`config.mk`:
```
export PLATFORM = sky130hd
export DESIGN_NAME = pmic_wdog
export DESIGN_NICKNAME = d
export VERILOG_FILES = /design/src/rtl/pmic_wdog_pkg.sv /design/src/rtl/wdog_regfile.sv /design/src/rtl/wdog_downcnt.sv /design/src/rtl/wdog_rst_gen.sv /design/src/rtl/pmic_wdog.sv
export SDC_FILE = /design/constraint.sdc
export NUM_CORES = 1
export LEC_CHECK = 0
export BUFFER_PORTS_ARGS = -buffer_cell sky130_fd_sc_hd__buf_2
export CORE_MARGIN = 5
export CORE_UTILIZATION = 54
export DETAILED_ROUTE_END_ITERATION = 10
export GPL_ROUTABILITY_DRIVEN = 1
export PLACE_DENSITY = 0.82
export SYNTH_ARGS = -nofsm -noshare
export SYNTH_HDL_FRONTEND = slang
export SYNTH_SLANG_ARGS = --single-unit
```
`constraint.sdc`:
```
create_clock -name clk_i -period 2.5 [get_ports clk_i]
set_input_delay 0.375 -clock clk_i [delete_from_list [all_inputs] [get_ports clk_i]]
set_output_delay 0.375 -clock clk_i [all_outputs]
set_load 0.1 [all_outputs]
```
`src/rtl/pmic_wdog_pkg.sv`:
```
package pmic_wdog_pkg;
  localparam int ADDR_W   = 8;
  localparam int DATA_W   = 16;
  localparam int CNT_W    = 2 * DATA_W;
  localparam int REASON_W = 8;

  localparam logic [ADDR_W-1:0] OFS_LOAD_LO = 8'h00;
  localparam logic [ADDR_W-1:0] OFS_LOAD_HI = 8'h04;
  localparam logic [ADDR_W-1:0] OFS_CTRL    = 8'h08;
  localparam logic [ADDR_W-1:0] OFS_CNT_LO  = 8'h0C;
  localparam logic [ADDR_W-1:0] OFS_CNT_HI  = 8'h10;
  localparam logic [ADDR_W-1:0] OFS_STAT    = 8'h14;
  localparam logic [ADDR_W-1:0] OFS_LOCK    = 8'h20;
  localparam logic [ADDR_W-1:0] OFS_REASON  = 8'h24;

  localparam int CTRL_RUN   = 1;
  localparam int CTRL_NEW   = 2;
  localparam int CTRL_RSTEN = 3;

  localparam logic [DATA_W-1:0]   UNLOCK_KEY  = 16'hE551;
  localparam logic [REASON_W-1:0] REASON_WDOG = 8'hF0;
endpackage

```
`src/rtl/wdog_regfile.sv`:
```
module wdog_regfile
  import pmic_wdog_pkg::*;
(
  input  logic              clk_i,
  input  logic              rst_ni,
  input  logic              wr_i,
  input  logic [ADDR_W-1:0] addr_i,
  input  logic [DATA_W-1:0] wdata_i,
  output logic [DATA_W-1:0] rdata_o,
  input  logic              fire_i,
  input  logic [CNT_W-1:0]  cnt_i,
  input  logic              timeout_i,
  input  logic              rst_req_i,
  output logic [CNT_W-1:0]  load_o,
  output logic              run_o,
  output logic              rst_en_o,
  output logic              reload_o
);
  logic                unlocked_q;
  logic [CNT_W-1:0]    load_q;
  logic                run_q, rst_en_q;
  logic [REASON_W-1:0] reason_q;

  logic wr_lock, wr_ok, wr_ctrl;
  assign wr_lock = wr_i && (addr_i == OFS_LOCK);
  assign wr_ok   = wr_i && unlocked_q;
  assign wr_ctrl = wr_ok && (addr_i == OFS_CTRL);

  always_ff @(posedge clk_i or negedge rst_ni) begin
    if (!rst_ni) begin
      unlocked_q <= 1'b0;
      load_q     <= '0;
      run_q      <= 1'b0;
      rst_en_q   <= 1'b0;
      reason_q   <= '0;
    end else begin
      if (wr_lock) unlocked_q <= (wdata_i == UNLOCK_KEY);
      if (wr_ok && addr_i == OFS_LOAD_LO) load_q[DATA_W-1:0]     <= wdata_i;
      if (wr_ok && addr_i == OFS_LOAD_HI) load_q[CNT_W-1:DATA_W] <= wdata_i;
      if (wr_ctrl) begin
        run_q    <= wdata_i[CTRL_RUN];
        rst_en_q <= wdata_i[CTRL_RSTEN];
      end
      // hardware capture wins over a same-cycle software write
      if (fire_i)                                reason_q <= REASON_WDOG;
      else if (wr_i && addr_i == OFS_REASON)     reason_q <= wdata_i[REASON_W-1:0];
    end
  end

  assign reload_o = wr_ctrl && (wdata_i[CTRL_NEW] || (wdata_i[CTRL_RUN] && !run_q));
  assign load_o   = load_q;
  assign run_o    = run_q;
  assign rst_en_o = rst_en_q;

  always_comb begin
    rdata_o = '0;
    unique case (addr_i)
      OFS_LOAD_LO: rdata_o = load_q[DATA_W-1:0];
      OFS_LOAD_HI: rdata_o = load_q[CNT_W-1:DATA_W];
      OFS_CTRL: begin
        rdata_o[CTRL_RUN]   = run_q;
        rdata_o[CTRL_RSTEN] = rst_en_q;
      end
      OFS_CNT_LO:  rdata_o = cnt_i[DATA_W-1:0];
      OFS_CNT_HI:  rdata_o = cnt_i[CNT_W-1:DATA_W];
      OFS_STAT:    rdata_o = {{(DATA_W-2){1'b0}}, rst_req_i, timeout_i};
      OFS_LOCK:    rdata_o = {{(DATA_W-1){1'b0}}, unlocked_q};
      OFS_REASON:  rdata_o = {{(DATA_W-REASON_W){1'b0}}, reason_q};
      default:     rdata_o = '0;
    endcase
  end

  AST_LOCKED_LOAD_STABLE: assert property (@(posedge clk_i) disable iff (!rst_ni)
    !unlocked_q |=> $stable(load_q) && $stable(run_q) && $stable(rst_en_q));
  AST_KEY_UNLOCKS: assert property (@(posedge clk_i) disable iff (!rst_ni)
    (wr_i && addr_i == OFS_LOCK && wdata_i == UNLOCK_KEY) |=> unlocked_q);
  AST_BAD_KEY_LOCKS: assert property (@(posedge clk_i) disable iff (!rst_ni)
    (wr_i && addr_i == OFS_LOCK && wdata_i != UNLOCK_KEY) |=> !unlocked_q);
  AST_FIRE_CODE: assert property (@(posedge clk_i) disable iff (!rst_ni)
    fire_i |=> reason_q == REASON_WDOG);
endmodule

```
`src/rtl/wdog_downcnt.sv`:
```
module wdog_downcnt
  import pmic_wdog_pkg::*;
(
  input  logic             clk_i,
  input  logic             rst_ni,
  input  logic             tick_i,
  input  logic             run_i,
  input  logic             rst_en_i,
  input  logic             reload_i,
  input  logic [CNT_W-1:0] load_i,
  output logic [CNT_W-1:0] cnt_o,
  output logic             timeout_o,
  output logic             fire_o
);
  logic [CNT_W-1:0] cnt_q;
  logic             timeout_q;
  logic             step, expire;

  assign step   = run_i && tick_i && !reload_i;
  assign expire = step && (cnt_q <= CNT_W'(1));

  always_ff @(posedge clk_i or negedge rst_ni) begin
    if (!rst_ni) begin
      cnt_q     <= '0;
      timeout_q <= 1'b0;
    end else begin
      if (reload_i || expire) cnt_q <= load_i;
      else if (step)          cnt_q <= cnt_q - 1'b1;
      if (reload_i)                    timeout_q <= 1'b0;
      else if (expire && !rst_en_i)    timeout_q <= 1'b1;
    end
  end

  assign cnt_o     = cnt_q;
  assign timeout_o = timeout_q;
  assign fire_o    = expire && rst_en_i;

  AST_COUNT_STEP: assert property (@(posedge clk_i) disable iff (!rst_ni)
    (run_i && tick_i && !reload_i && cnt_q > CNT_W'(1)) |=> cnt_q == $past(cnt_q) - 1'b1);
  AST_HOLD_STOPPED: assert property (@(posedge clk_i) disable iff (!rst_ni)
    (!run_i && !reload_i) |=> $stable(cnt_q));
  AST_TIMEOUT_STICKY: assert property (@(posedge clk_i) disable iff (!rst_ni)
    (timeout_q && !reload_i) |=> timeout_q);
endmodule

```
`src/rtl/wdog_rst_gen.sv`:
```
module wdog_rst_gen #(
  parameter int RST_CYCLES = 4
) (
  input  logic clk_i,
  input  logic rst_ni,
  input  logic fire_i,
  output logic rst_req_o
);
  localparam int CW = $clog2(RST_CYCLES + 1);
  logic [CW-1:0] left_q;

  always_ff @(posedge clk_i or negedge rst_ni) begin
    if (!rst_ni)             left_q <= '0;
    else if (fire_i)         left_q <= CW'(RST_CYCLES);
    else if (left_q != '0)   left_q <= left_q - 1'b1;
  end

  assign rst_req_o = (left_q != '0);

  AST_REQ_NEEDS_FIRE: assert property (@(posedge clk_i) disable iff (!rst_ni)
    $rose(rst_req_o) |-> $past(fire_i));
  AST_REQ_AFTER_FIRE: assert property (@(posedge clk_i) disable iff (!rst_ni)
    fire_i |=> rst_req_o);
endmodule

```
`src/rtl/pmic_wdog.sv`:
```
module pmic_wdog
  import pmic_wdog_pkg::*;
#(
  parameter int RST_CYCLES = 4
) (
  input  logic              clk_i,
  input  logic              rst_ni,
  input  logic              tick_i,
  input  logic              wr_i,
  input  logic [ADDR_W-1:0] addr_i,
  input  logic [DATA_W-1:0] wdata_i,
  output logic [DATA_W-1:0] rdata_o,
  output logic              rst_req_o,
  output logic              timeout_o
);
  logic [CNT_W-1:0] load, cnt;
  logic run, rst_en, reload, fire, timeout, rst_req;

  wdog_regfile u_regs (
    .clk_i, .rst_ni, .wr_i, .addr_i, .wdata_i, .rdata_o,
    .fire_i(fire), .cnt_i(cnt), .timeout_i(timeout), .rst_req_i(rst_req),
    .load_o(load), .run_o(run), .rst_en_o(rst_en), .reload_o(reload)
  );

  wdog_downcnt u_cnt (
    .clk_i, .rst_ni, .tick_i, .run_i(run), .rst_en_i(rst_en), .reload_i(reload),
    .load_i(load), .cnt_o(cnt), .timeout_o(timeout), .fire_o(fire)
  );

  wdog_rst_gen #(.RST_CYCLES(RST_CYCLES)) u_rst (
    .clk_i, .rst_ni, .fire_i(fire), .rst_req_o(rst_req)
  );

  assign rst_req_o = rst_req;
  assign timeout_o = timeout;
endmodule

```
Word level (Yosys, flattened, before mapping)
Index checks and enable logic that the tools add are counted.

word-level totals
  register bits after elaboration = 79
  output and inout bits = 18
  word-level logic and storage cells = 57

cells by class
  add/subtract/negate cells = 2
  order comparisons = 1
  eq/ne operators = 8
  mux-type cells = 13
  reduce and logical (&&, ||, !) cells = 24

operators by type and width
  operator               number
  $mux 32                2
  $pmux 12 s5            1
  $le 32x1->1 const B    1
  $sub 32x1->32 const B  1
  $eq 16x16->1 const B   1
  $eq 8x4->1 const B     2
  $eq 8x5->1 const B     2
  $eq 8x6->1 const B     2
  $mux 8                 2
  $pmux 1 s7             2
  $logic_and 1x1->1      13
  $eq 8x3->1 const B     1
  $logic_not 8->1        1
  $reduce_bool 2->1      4
  $mux 3                 2
  $pmux 1 s6             1
  $pmux 1 s5             1
  $logic_not 1->1        3
  $reduce_bool 3->1      1
  $sub 3x1->3 const B    1
  $logic_or 1x1->1       2
  $mux 1                 2

Longest topological paths before layout
Gate-level depths: netlist of run 1.

  word-level depth = 10
  mapped depth = 10

Modules after synthesis
From an unflattened synthesis of run 1, not the netlist that was laid out.

unflattened totals
  cells, all modules = 494
  area, all modules = 4810.9 µm²

by module, submodules not included
  module        times used  cells each  area an instance (µm²)  sequential area each (µm²)
  wdog_regfile  1           209         2379.8                  1076.0
  wdog_downcnt  1           269         2253.4                  825.8
  wdog_rst_gen  1           16          177.7                   75.1

Worst setup path after synthesis of run 1
Ideal clock, no wire load.

  kind = input to output
  start = in addr_i[1]
  end = out rdata_o[4]
  arrival time = 3.230 ns
  data required time = 2.125 ns
  slack = -1.105 ns
  stages on the path = 3
  buffers on the path = 0
  cell sequence = nor4_2 nand2_1 o21ai_0

between the ends
  word-level cells in the longest chain between the ends = 2
  elaborated cells between the ends (all ways) = 6
  classes of those cells = eq/ne: 4; mux: 1; reduce/logical: 1

ends and longest elaborated chain
  element                                   line                source
  start: declaration                        pmic_wdog.sv:10     input logic [ADDR_W-1:0] addr_i,
  $eq 8x6->1, or another cell as far along  wdog_regfile.sv:57  unique case (addr_i)
  $pmux 12 s5 *                             wdog_regfile.sv:57
  end: declaration                          pmic_wdog.sv:12     output logic [DATA_W-1:0] rdata_o,

Every way passes the cells marked *; elsewhere a longest branch is shown, timed or not.

Final worst setup path of run 1
  start = reg u_cnt.cnt_q[8] (netlist: u_cnt.cnt_o[8])
  end = reg u_cnt.cnt_q[14] (netlist: u_cnt.cnt_o[14])

between the ends
  word-level cells in the longest chain between the ends = 4
  elaborated cells between the ends (all ways) = 7
  classes of those cells = add/sub: 1; order compare: 1; mux: 2; reduce/logical: 3

ends and longest elaborated chain
  element                                       line                source
  start: declaration                            wdog_downcnt.sv:15  logic [CNT_W-1:0] cnt_q;
  start signal: assignment                      wdog_downcnt.sv:27  if (reload_i || expire) cnt_q <= load_i;
  start signal: assignment                      wdog_downcnt.sv:28  else if (step) cnt_q <= cnt_q - 1'b1;
  $le 32x1->1                                   wdog_downcnt.sv:20  assign expire = step && (cnt_q <= CNT_W'(1));
  $logic_and 1x1->1                             wdog_downcnt.sv:20
  $logic_or 1x1->1                              wdog_downcnt.sv:27
  $mux 32 or $reduce_bool 2->1 (tied branches)  -

Parallel ways exist; a longest one is shown, timed or not. The select of a mux whose other input is x is not followed.
A chain may end at the register's enable or synchronous reset.

==> flow_results.xml, run 1 <==
<?xml version="1.0" encoding="UTF-8"?>
<metrics>
  <group name="status">
    <metric name="run_status" unit="">finished, violations left</metric>
    <metric name="failed_checks" unit="">negative setup slack</metric>
  </group>
  <group name="worst_setup_path">
    <metric name="gate_family_responsible_for_the_most_delay_along_the_worst_path" unit="">simple AND/OR/NAND/NOR gates</metric>
    <metric name="rr_startpoint" unit="">u_cnt.cnt_o[8]</metric>
    <metric name="worst-path-buf-inv" unit="">0</metric>
    <metric name="crit_path_frequent_cell" unit="">or4_4</metric>
    <metric name="crit_arrival" unit="ps">2800</metric>
    <metric name="worst-endpoint-required" unit="ps">2790</metric>
    <metric name="critical-path-max-stage-delay" unit="ps">560</metric>
    <metric name="worstPathMaxFanout" unit="">4</metric>
    <metric name="critPathLaunch" unit="">u_cnt.cnt_o[8]</metric>
    <metric name="critPathKind" unit="">reg2reg</metric>
    <metric name="cp-end-kind" unit="">flop</metric>
    <metric name="startpoint_class" unit="">flop</metric>
    <metric name="r2r_setup_slack" unit="ps">-10</metric>
    <metric name="slowest_stage_cell_crit_path" unit="">or4b_4</metric>
    <metric name="crit_path_cell_trace" unit="">or4_4 &gt; or4b_4 &gt; or4_4 &gt; or4_1 &gt; nand3_1</metric>
  </group>
  <group name="finish">
    <metric name="mostFrequentLayoutCells" unit="">79 x dfrtp_1, 76 x buf_4, 41 x nand3_1</metric>
    <metric name="layout_net_count" unit="">634</metric>
    <metric name="antenna_diode_instance_count" unit="">0</metric>
    <metric name="area_growth" unit="%">30.7</metric>
    <metric name="finalInstanceArea" unit="µm²">6200</metric>
    <metric name="finish.utilization" unit="">0.718</metric>
    <metric name="share_of_final_layout_standard_cells_stronger_than_drive_strength_1" unit="">0.362</metric>
    <metric name="layout.cells.most_common" unit="">dfrtp_1</metric>
    <metric name="fillCellCount" unit="">622</metric>
  </group>
  <group name="route">
    <metric name="ant_nets" unit="">0</metric>
    <metric name="first_iter_violations" unit="">631</metric>
    <metric name="wire_per_inst" unit="µm">23.4</metric>
    <metric name="vias" unit="">4938</metric>
    <metric name="number_of_design_rule_violations_left_after_detail_routing" unit="">0</metric>
    <metric name="via_to_cell_ratio" unit="">6.91</metric>
    <metric name="wirelength" unit="µm">16700</metric>
    <metric name="detail_route.first_pass.iterations" unit="">5</metric>
  </group>
  <group name="logic_synthesis">
    <metric name="syn-mean-instance-area" unit="µm²">9.39</metric>
    <metric name="synth-edff-count" unit="">0</metric>
    <metric name="mappedNetlistArea" unit="µm²">4740</metric>
    <metric name="seq_area_frac_synth" unit="">0.417</metric>
    <metric name="synth_async_sr_flop_share" unit="">1.00</metric>
    <metric name="mappedNetlistNets" unit="">537</metric>
    <metric name="predominant_post_synthesis_flop_cell" unit="">dfrtp_1</metric>
    <metric name="synth-warning-count" unit="">0</metric>
    <metric name="synth_area_leader_cell" unit="">dfrtp_1</metric>
    <metric name="synth.area.top_cells" unit="">dfrtp_1 42%, mux2_2 9.3%, a22oi_1 5.4%</metric>
    <metric name="yosys.area.top_type_share" unit="">0.417</metric>
    <metric name="ys_seq_elements" unit="">79</metric>
    <metric name="syn_inst_count" unit="">505</metric>
    <metric name="synth_cell_types" unit="">61</metric>
  </group>
  <group name="placed_design">
    <metric name="hpwlAfterDp" unit="µm">11600</metric>
    <metric name="numPortBuffers" unit="">45</metric>
    <metric name="place.gp.congestion" unit="">0.960</metric>
    <metric name="detailed_place.area" unit="µm²">5870</metric>
  </group>
  <group name="global_routing">
    <metric name="groute.usage.overall" unit="">0.301</metric>
    <metric name="first_global_vias" unit="">4930</metric>
    <metric name="grt_start_max_net_pins" unit="">52</metric>
    <metric name="grt_overflow_total" unit="">0</metric>
    <metric name="wire_length_of_the_first_global_routing_pass" unit="µm">26100</metric>
    <metric name="antenna_found_initial" unit="">0</metric>
  </group>
  <group name="timing">
    <metric name="finalCritPeriodShare" unit="">1.01</metric>
    <metric name="final_max_slew_viols" unit="">0</metric>
    <metric name="unrepaired_setup_endpoints_after_global_routing" unit="">true</metric>
    <metric name="timing_worst_slew_pin_value" unit="ps">1160</metric>
    <metric name="timing.final.setup_violations" unit="">1</metric>
    <metric name="fin_worst_hold_slack" unit="ps">45.1</metric>
    <metric name="final.setup.tns" unit="ps">-12.8</metric>
    <metric name="timing.fmax" unit="MHz">398</metric>
    <metric name="relSlewSlack" unit="">0.225</metric>
    <metric name="clock-skew-final" unit="ps">11.6</metric>
    <metric name="finalHoldViolCount" unit="">0</metric>
    <metric name="finalWorstSetupSlack" unit="ps">-12.8</metric>
    <metric name="timing.final.crit_period" unit="ps">2510</metric>
  </group>
  <group name="pwr">
    <metric name="power_per_cell_area" unit="nW/µm²">392</metric>
    <metric name="static-leakage-power" unit="nW">2.99</metric>
    <metric name="power.ir.vdd_worst" unit="mV">0.331</metric>
  </group>
  <group name="floorplan">
    <metric name="io-pin-count" unit="">46</metric>
    <metric name="row_count" unit="">34</metric>
    <metric name="initial_core_util" unit="">0.549</metric>
    <metric name="floorplan.die_area" unit="µm²">10800</metric>
    <metric name="floorplan.die.width" unit="µm">104</metric>
    <metric name="fp.dieH" unit="µm">104</metric>
    <metric name="core-area" unit="µm²">8640</metric>
  </group>
  <group name="flow_run">
    <metric name="timing.max_cap.violations" unit="">0</metric>
  </group>
  <group name="clock_tree">
    <metric name="clock_sink_total" unit="">79</metric>
    <metric name="clock_tree.root_cell" unit="">clkbuf_8</metric>
    <metric name="tritoncts_clock_tree" unit="">built</metric>
    <metric name="clk_pin_slew" unit="ps">100</metric>
    <metric name="total_cts_buffers" unit="">9</metric>
    <metric name="number_of_levels_in_the_clock_h_tree" unit="">3</metric>
    <metric name="cts_hold_buffers" unit="">0</metric>
    <metric name="ctsLongestPathBuffers" unit="">2</metric>
    <metric name="worst_skew_pair_later_pin_latency" unit="ps">360</metric>
  </group>
  <group name="min_path">
    <metric name="min-delay-path-class" unit="">in2async</metric>
  </group>
</metrics>
Yosys cell counts, types with 3 or more instances:
master	instances
nand3_1	41
a22oi_1	34
nand3b_1	3
or4_1	16
a21oi_1	15
nor2b_1	5
and4b_1	4
nand4_1	4
a31oi_1	5
and3_1	8
buf_6	3
nor4bb_1	3
inv_1	6
and2_1	3
mux2i_1	7
clkbuf_1	34
o21ai_0	10
mux2_2	39
o22ai_1	3
xnor2_1	4
a222oi_1	4
nor2_1	32
ha_1	4
nor4_1	13
buf_2	3
a31o_2	3
dfrtp_1	79
nand2_1	46
nor3_1	22
or3_1	8
o21ai_1	4
timing repair:
item / 4_1_cts / 5_1_grt
pin swaps: 4 / 6
endpoints found under the setup margin: 15 / 22
hold endpoints to repair: 0 / 0
gates resized for setup: 4 / 11
setup buffers: 1 / 5
power by group:
group | switching [mW] | total [mW] | leakage (nW) | internal [mW]
sequential | 0.00366 | 1.29 | 1.09 | 1.28
clock | 0.559 | 1.04 | 0.103 | 0.482
combinational | 0.0713 | 0.105 | 1.79 | 0.0337
cell type report:
| class | instances | area, µm² | area share |
|---|---|---|---|
| Clock buffer | 9 | 124 | 0.0200 |
| Tap cell | 108 | 135 | 0.0218 |
| Multi-Input combinational cell | 380 | 2730 | 0.441 |
| Timing Repair Buffer | 126 | 1120 | 0.181 |
| Inverter | 6 | 22.5 | 0.00363 |
| Clock inverter | 7 | 83.8 | 0.0135 |
| Sequential cell | 79 | 1980 | 0.319 |
logic make-up (layout without fill, tap and decap cells):
kind of cell,Yosys count,in the layout,share of synthesized area
AND/OR/NAND/NOR,223,223,0.256
AO/OA/AOI/OAI,99,99,0.149
flip-flops,79,79,0.417
multiplexers,48,48,0.114
buffers and inverters,46,148,0.0419
XOR/XNOR,6,6,0.0111
adder cells (fa/ha/maj),4,4,0.0106
sequential cells by signal, indices dropped and copies added, names as in the netlist:
signal	flops
u_regs.reason_q	8
u_rst.left_q	3
u_cnt.cnt_o	32
u_cnt.timeout_o	1
u_regs.rst_en_o	1
u_regs.load_o	32
u_regs.run_o	1
u_regs.unlocked_q	1
per-layer routing:
layer	GRT usage	vias up	wire (µm)
met2	0.456	353	7710
li1	-	2104	-
met5	0	-	0
met4	0.130	0	651
met1	0.411	2412	6450
met3	0.0728	69	1900
metrics by stage:
step	cells	setup WS, ps	power, mW
2_1_floorplan	505	-237	1.34
5_1_grt	715	-80.2	2.50
4_1_cts	710	-8.78	2.43
3_5_place_dp	693	-88.6	1.41
6_report	715	-12.8	2.43
3_3_place_gp	693	-25.8	1.41
worst reg2reg max path, stage by stage, from the launching register on:
cell and delay, ps:
dfrtp_1 390, or4_4 550, or4b_4 560, or4_4 430
or4_1 420, nand3_1 100
final timing paths:
kind	end	depth (start not counted)
worst max-delay path	u_cnt.cnt_o[14]	5
worst min-delay path	u_regs.load_o[29]	1
worst max register to register	u_cnt.cnt_o[14]	5
worst min register to register	u_cnt.cnt_o[8]	2
max in group asynchronous	u_regs.load_o[16]	2
min in group clk_i	u_regs.load_o[28]	2
Note: power is estimated with default switching activity, not from simulation.
==> run 2: changes to the inputs <==
==> constraint.sdc (replaced) <==
create_clock -name clk_i -period 2.5 [get_ports clk_i]
set_input_delay 0.25 -clock clk_i [delete_from_list [all_inputs] [get_ports clk_i]]
set_output_delay 0.25 -clock clk_i [all_outputs]
set_load 0.1 [all_outputs]
==> run 2 against run 1 <==
The run now ends clean. Flip-flop and latch count is the same. Final area decreased by 3.3%. Combinational power is 9% lower.
==> flow_results.xml, run 2 (synthesis results as in run 1) <==
<?xml version="1.0" encoding="UTF-8"?>
<metrics>
  <group name="status">
    <metric name="run_status" unit="">completed</metric>
  </group>
  <group name="global_routing">
    <metric name="groute.usage.overall" unit="">0.281</metric>
    <metric name="antenna_found_initial" unit="">0</metric>
    <metric name="wire_length_of_the_first_global_routing_pass" unit="µm">24500</metric>
    <metric name="grt_start_max_net_pins" unit="">80</metric>
    <metric name="first_global_vias" unit="">4695</metric>
    <metric name="grt_overflow_total" unit="">0</metric>
  </group>
  <group name="worst_setup_path">
    <metric name="startpoint_class" unit="">flop</metric>
    <metric name="crit_arrival" unit="ps">2790</metric>
    <metric name="worst-r2r-cell-count" unit="">5</metric>
    <metric name="cp-end-kind" unit="">flop</metric>
    <metric name="slowest_stage_cell_crit_path" unit="">or4_4</metric>
    <metric name="critPathKind" unit="">reg2reg</metric>
    <metric name="critical-path-max-stage-delay" unit="ps">550</metric>
    <metric name="worst-path-buf-inv" unit="">0</metric>
    <metric name="rr_startpoint" unit="">u_cnt.cnt_o[7]</metric>
    <metric name="gate_family_responsible_for_the_most_delay_along_the_worst_path" unit="">simple AND/OR/NAND/NOR gates</metric>
    <metric name="worstPathMaxFanout" unit="">3</metric>
    <metric name="crit_cells" unit="">5</metric>
    <metric name="critPathLaunch" unit="">u_cnt.cnt_o[7]</metric>
    <metric name="worst_setup_path_endpoint" unit="">u_cnt.cnt_o[14]</metric>
    <metric name="r2r_setup_slack" unit="ps">6</metric>
    <metric name="r2r_path_end" unit="">u_cnt.cnt_o[14]</metric>
    <metric name="worst-endpoint-required" unit="ps">2800</metric>
    <metric name="crit_path_cell_trace" unit="">or4_4 &gt; or4b_4 &gt; or4_4 &gt; or4_1 &gt; nand3_1</metric>
    <metric name="crit_path_frequent_cell" unit="">or4_4</metric>
  </group>
  <group name="finish">
    <metric name="finish.utilization" unit="">0.694</metric>
    <metric name="layout.cells.most_common" unit="">dfrtp_1</metric>
    <metric name="layout_net_count" unit="">623</metric>
    <metric name="area_growth" unit="%">26.4</metric>
    <metric name="mostFrequentLayoutCells" unit="">79 x dfrtp_1, 68 x buf_4, 41 x nand3_1</metric>
    <metric name="area.sequential" unit="µm²">1980</metric>
    <metric name="fillCellCount" unit="">656</metric>
    <metric name="antenna_diode_instance_count" unit="">0</metric>
    <metric name="multi_input_comb_area" unit="µm²">2680</metric>
    <metric name="share_of_final_layout_standard_cells_stronger_than_drive_strength_1" unit="">0.349</metric>
    <metric name="finalInstanceArea" unit="µm²">6000</metric>
    <metric name="final_cells" unit="">704</metric>
  </group>
  <group name="clock_tree">
    <metric name="number_of_levels_in_the_clock_h_tree" unit="">3</metric>
    <metric name="clock_sink_total" unit="">79</metric>
    <metric name="clk_pin_slew" unit="ps">90</metric>
    <metric name="total_cts_buffers" unit="">9</metric>
    <metric name="ctsLongestPathBuffers" unit="">2</metric>
    <metric name="clock_tree.root_cell" unit="">clkbuf_8</metric>
    <metric name="worst_skew_pair_later_pin_latency" unit="ps">360</metric>
    <metric name="tritoncts_clock_tree" unit="">built</metric>
  </group>
  <group name="floorplan">
    <metric name="io-pin-count" unit="">46</metric>
    <metric name="fp.dieH" unit="µm">104</metric>
    <metric name="floorplan.die.width" unit="µm">104</metric>
    <metric name="row_count" unit="">34</metric>
    <metric name="floorplan.die_area" unit="µm²">10800</metric>
    <metric name="core-area" unit="µm²">8640</metric>
    <metric name="initial_core_util" unit="">0.549</metric>
  </group>
  <group name="route">
    <metric name="ant_nets" unit="">0</metric>
    <metric name="first_iter_violations" unit="">717</metric>
    <metric name="number_of_design_rule_violations_left_after_detail_routing" unit="">0</metric>
    <metric name="detail_route.first_pass.iterations" unit="">5</metric>
    <metric name="vias" unit="">4803</metric>
    <metric name="wirelength" unit="µm">15400</metric>
    <metric name="via_to_cell_ratio" unit="">6.82</metric>
    <metric name="wire_per_inst" unit="µm">21.9</metric>
  </group>
  <group name="timing">
    <metric name="timing_worst_slew_pin_value" unit="ps">1000</metric>
    <metric name="unrepaired_setup_endpoints_after_global_routing" unit="">true</metric>
    <metric name="relSlewSlack" unit="">0.332</metric>
    <metric name="fin_worst_hold_slack" unit="ps">35.8</metric>
    <metric name="timing.fmax" unit="MHz">401</metric>
    <metric name="finalWorstSetupSlack" unit="ps">6.19</metric>
    <metric name="timing.final.crit_period" unit="ps">2490</metric>
    <metric name="finalCritPeriodShare" unit="">0.998</metric>
    <metric name="timing.final.setup_violations" unit="">0</metric>
    <metric name="final_max_slew_viols" unit="">0</metric>
    <metric name="finalHoldViolCount" unit="">0</metric>
    <metric name="clock-skew-final" unit="ps">11.2</metric>
    <metric name="final.setup.tns" unit="ps">0</metric>
  </group>
  <group name="placed_design">
    <metric name="placed_cells" unit="">686</metric>
    <metric name="hpwlAfterDp" unit="µm">11100</metric>
    <metric name="detailed_place.area" unit="µm²">5730</metric>
    <metric name="dp_slack" unit="ps">-38.6</metric>
    <metric name="numPortBuffers" unit="">45</metric>
    <metric name="place.gp.congestion" unit="">0.979</metric>
  </group>
  <group name="pwr">
    <metric name="totalPowerFinal" unit="mW">2.28</metric>
    <metric name="power.ir.vdd_worst" unit="mV">0.365</metric>
    <metric name="power_per_cell_area" unit="nW/µm²">380</metric>
    <metric name="static-leakage-power" unit="nW">2.89</metric>
  </group>
  <group name="min_path">
    <metric name="min-delay-path-class" unit="">in2async</metric>
  </group>
  <group name="flow_run">
    <metric name="timing.max_cap.violations" unit="">0</metric>
  </group>
</metrics>
[run 2: how the worst min path moves through the flow]
stage / startpoint / to / slack [ps] / cells past startpoint
after floorplan: rst_ni / u_cnt.cnt_o[0] / -50 / 0
final: rst_ni / u_regs.load_o[28] / 40 / 1
after global routing: rst_ni / u_regs.load_o[28] / 120 / 1
after global placement: rst_ni / u_regs.load_o[12] / 470 / 1
after detailed placement: rst_ni / u_regs.load_o[30] / 480 / 1
after CTS: rst_ni / u_regs.load_o[30] / 90 / 1
[run 2: cell type report]
cell class              instances  area share
inverters                       6     0.00376
multi-input cells             380       0.446
repair buffers                115       0.168
clock buffers                  10      0.0213
flip-flops and latches         79       0.330
well taps                     108      0.0225
clock inverters                 6     0.00876
[run 2: where the power goes]
| group | switching, mW | leakage [nW] | total [mW] | internal, mW |
|---|---|---|---|---|
| combinational | 0.0664 | 1.71 | 0.0952 | 0.0288 |
| sequential | 0.00469 | 1.09 | 1.29 | 1.28 |
| clock | 0.522 | 0.0854 | 0.899 | 0.377 |
| total | 0.593 | 2.89 | 2.28 | 1.69 |
[run 2: per-layer routing]
layer  routed length (µm)  global-route usage  part of all wire
met2                 7130               0.430              0.46
met1                 6160               0.395              0.40
met5                    0                   0                 0
met3                 1710              0.0628              0.11
met4                  400              0.0934             0.026
[run 2: worst reg2reg max path, stage by stage (launching register included)]
cell     delay (ps)
dfrtp_1         400
or4_4           550
or4b_4          540
or4_4           430
or4_1           410
nand3_1         100
[run 2: repair_timing]
action / in CTS / in global routing
setup buffers: 0 / 2
endpoints found under the hold margin: 0 / 0
endpoints found under the setup margin: 5 / 22
pin swaps: 1 / 8
resized for setup: 3 / 14
hold buffers: 0 / 0
==> run 3: changes to the inputs <==
--- a/config.mk
+++ b/config.mk
@@ -8,6 +8,7 @@
 export BUFFER_PORTS_ARGS = -buffer_cell sky130_fd_sc_hd__buf_2
 export CORE_MARGIN = 5
 export CORE_UTILIZATION = 54
+export CTS_BUF_LIST = sky130_fd_sc_hd__clkbuf_16
 export DETAILED_ROUTE_END_ITERATION = 10
 export GPL_ROUTABILITY_DRIVEN = 1
 export PLACE_DENSITY = 0.82
==> run 3 against run 2 <==
Worst setup slack better by 6.6 ps. Count of clock-buffer cells in the layout is 1 lower. Register-to-register slack hardly changed. Fmax is 0.27% higher. Final cell count is 0.14% lower. Critical endpoint unchanged.
==> flow_results.xml, run 3 (synthesis results as in run 1) <==
<?xml version="1.0" encoding="UTF-8"?>
<metrics>
  <group name="status">
    <metric name="run_status" unit="">completed</metric>
  </group>
  <group name="global_routing">
    <metric name="first_global_vias" unit="">4725</metric>
    <metric name="groute.usage.overall" unit="">0.284</metric>
    <metric name="grt_start_max_net_pins" unit="">80</metric>
    <metric name="antenna_found_initial" unit="">0</metric>
    <metric name="wire_length_of_the_first_global_routing_pass" unit="µm">24700</metric>
    <metric name="grt_overflow_total" unit="">0</metric>
  </group>
  <group name="clock_tree">
    <metric name="clk_pin_slew" unit="ps">60</metric>
    <metric name="worst_skew_pair_later_pin_latency" unit="ps">340</metric>
    <metric name="ctsLongestPathBuffers" unit="">2</metric>
    <metric name="number_of_levels_in_the_clock_h_tree" unit="">3</metric>
    <metric name="cts_hold_buffers" unit="">0</metric>
    <metric name="clock_tree.root_cell" unit="">clkbuf_16</metric>
    <metric name="clock_sink_total" unit="">79</metric>
    <metric name="total_cts_buffers" unit="">9</metric>
    <metric name="tritoncts_clock_tree" unit="">built</metric>
  </group>
  <group name="floorplan">
    <metric name="fp.dieH" unit="µm">104</metric>
    <metric name="io-pin-count" unit="">46</metric>
    <metric name="initial_core_util" unit="">0.549</metric>
    <metric name="core-area" unit="µm²">8640</metric>
    <metric name="row_count" unit="">34</metric>
    <metric name="floorplan.die_area" unit="µm²">10800</metric>
    <metric name="floorplan.die.width" unit="µm">104</metric>
  </group>
  <group name="placed_design">
    <metric name="hpwlAfterDp" unit="µm">11100</metric>
    <metric name="dp_slack" unit="ps">-38.6</metric>
    <metric name="numPortBuffers" unit="">45</metric>
    <metric name="place.gp.congestion" unit="">0.979</metric>
  </group>
  <group name="route">
    <metric name="detail_route.first_pass.iterations" unit="">6</metric>
    <metric name="ant_nets" unit="">0</metric>
    <metric name="wirelength" unit="µm">15500</metric>
    <metric name="vias" unit="">4816</metric>
    <metric name="via_to_cell_ratio" unit="">6.85</metric>
    <metric name="wire_per_inst" unit="µm">22.1</metric>
    <metric name="first_iter_violations" unit="">751</metric>
    <metric name="number_of_design_rule_violations_left_after_detail_routing" unit="">0</metric>
  </group>
  <group name="timing">
    <metric name="relSlewSlack" unit="">0.332</metric>
    <metric name="timing.final.setup_violations" unit="">0</metric>
    <metric name="final_max_slew_viols" unit="">0</metric>
    <metric name="clock-skew-final" unit="ps">8.82</metric>
    <metric name="finalWorstSetupSlack" unit="ps">12.8</metric>
    <metric name="finalCritPeriodShare" unit="">0.995</metric>
    <metric name="fin_worst_hold_slack" unit="ps">73.9</metric>
    <metric name="unrepaired_setup_endpoints_after_global_routing" unit="">true</metric>
    <metric name="final.setup.tns" unit="ps">0</metric>
    <metric name="finalHoldViolCount" unit="">0</metric>
    <metric name="timing_worst_slew_pin_value" unit="ps">1000</metric>
    <metric name="timing.final.crit_period" unit="ps">2490</metric>
    <metric name="timing.fmax" unit="MHz">402</metric>
  </group>
  <group name="pwr">
    <metric name="power_per_cell_area" unit="nW/µm²">434</metric>
    <metric name="totalPowerFinal" unit="mW">2.63</metric>
    <metric name="power.ir.vdd_worst" unit="mV">0.429</metric>
    <metric name="static-leakage-power" unit="nW">2.94</metric>
  </group>
  <group name="worst_setup_path">
    <metric name="worst-r2r-cell-count" unit="">5</metric>
    <metric name="rr_startpoint" unit="">u_cnt.cnt_o[5]</metric>
    <metric name="cp-end-kind" unit="">flop</metric>
    <metric name="worst-endpoint-required" unit="ps">2770</metric>
    <metric name="crit_arrival" unit="ps">2760</metric>
    <metric name="startpoint_class" unit="">flop</metric>
    <metric name="critPathKind" unit="">reg2reg</metric>
    <metric name="r2r_path_end" unit="">u_cnt.cnt_o[14]</metric>
    <metric name="worstPathMaxFanout" unit="">4</metric>
    <metric name="r2r_setup_slack" unit="ps">10</metric>
  </group>
  <group name="min_path">
    <metric name="min-delay-path-class" unit="">in2async</metric>
  </group>
  <group name="finish">
    <metric name="mostFrequentLayoutCells" unit="">79 x dfrtp_1, 69 x buf_4, 41 x nand3_1</metric>
    <metric name="share_of_final_layout_standard_cells_stronger_than_drive_strength_1" unit="">0.346</metric>
    <metric name="antenna_diode_instance_count" unit="">0</metric>
    <metric name="layout_net_count" unit="">622</metric>
    <metric name="layout.cells.most_common" unit="">dfrtp_1</metric>
    <metric name="area_growth" unit="%">28.1</metric>
  </group>
  <group name="flow_run">
    <metric name="timing.max_cap.violations" unit="">0</metric>
  </group>
</metrics>
run 3: cell count changes in the layout (fill, tap and decap cells not counted), sizes merged:
cell	before	now
clkbuf	10	9
buf	115	114
inv	9	10
run 3: power breakdown:
group | internal (mW) | switching [mW]
Combinational | 0.0288 | 0.0663
Sequential | 1.28 | 0.00479
Clock | 0.685 | 0.565
run 3: routing by layer:
| metal | share of wire | global-route usage | vias up |
|---|---|---|---|
| met5 | 0 | 0 | - |
| met3 | 0.11 | 0.0628 | 52 |
| met4 | 0.031 | 0.101 | 0 |
| met2 | 0.46 | 0.431 | 337 |
| li1 | - | - | 2096 |
| met1 | 0.41 | 0.400 | 2331 |
run 3: metrics by stage:
stage / area, µm² / cells / util
after CTS: 6020 / 702 / 0.697
final: 6080 / 703 / 0.704
after global routing: 6080 / 703 / 0.704
after global placement: 5730 / 686 / 0.663
after floorplan: 4800 / 505 / -
after detailed placement: 5730 / 686 / 0.663
run 3: worst max-delay path by stage:
stage | startpoint | to | slack [ps] | depth (start not counted)
after floorplan | u_cnt.cnt_o[7] | u_cnt.cnt_o[30] | -190 | 7
after global placement | u_cnt.cnt_o[7] | u_cnt.cnt_o[30] | 4 | 5
after detailed placement | u_cnt.cnt_o[7] | u_cnt.cnt_o[30] | -40 | 5
after CTS | u_cnt.cnt_o[8] | u_cnt.cnt_o[30] | 5 | 5
after global routing | u_cnt.cnt_o[2] | u_cnt.cnt_o[14] | -20 | 5
final | u_cnt.cnt_o[5] | u_cnt.cnt_o[14] | 10 | 5
run 3: area by class of cell:
class / count / area (µm²)
timing repair buffer: 114 / 990
multi-input combinational: 380 / 2670
fill: 637 / 2560
sequential: 79 / 1980
tap: 108 / 135
clock buffer: 9 / 225
inverter: 6 / 22.5
clock inverter: 7 / 56.3
run 3: timing repair:
item                                    CTS  global route
pin swaps                                 1             9
endpoints found under the setup margin    5            18
buffers inserted                          0             1
resized for setup                         3            11
run 3: critical path: stages, from the launching register on:
cell and delay (ps):
dfrtp_1 400, or4_4 560, or4b_4 550, or4_4 430, or4_1 410, nand3_1 80
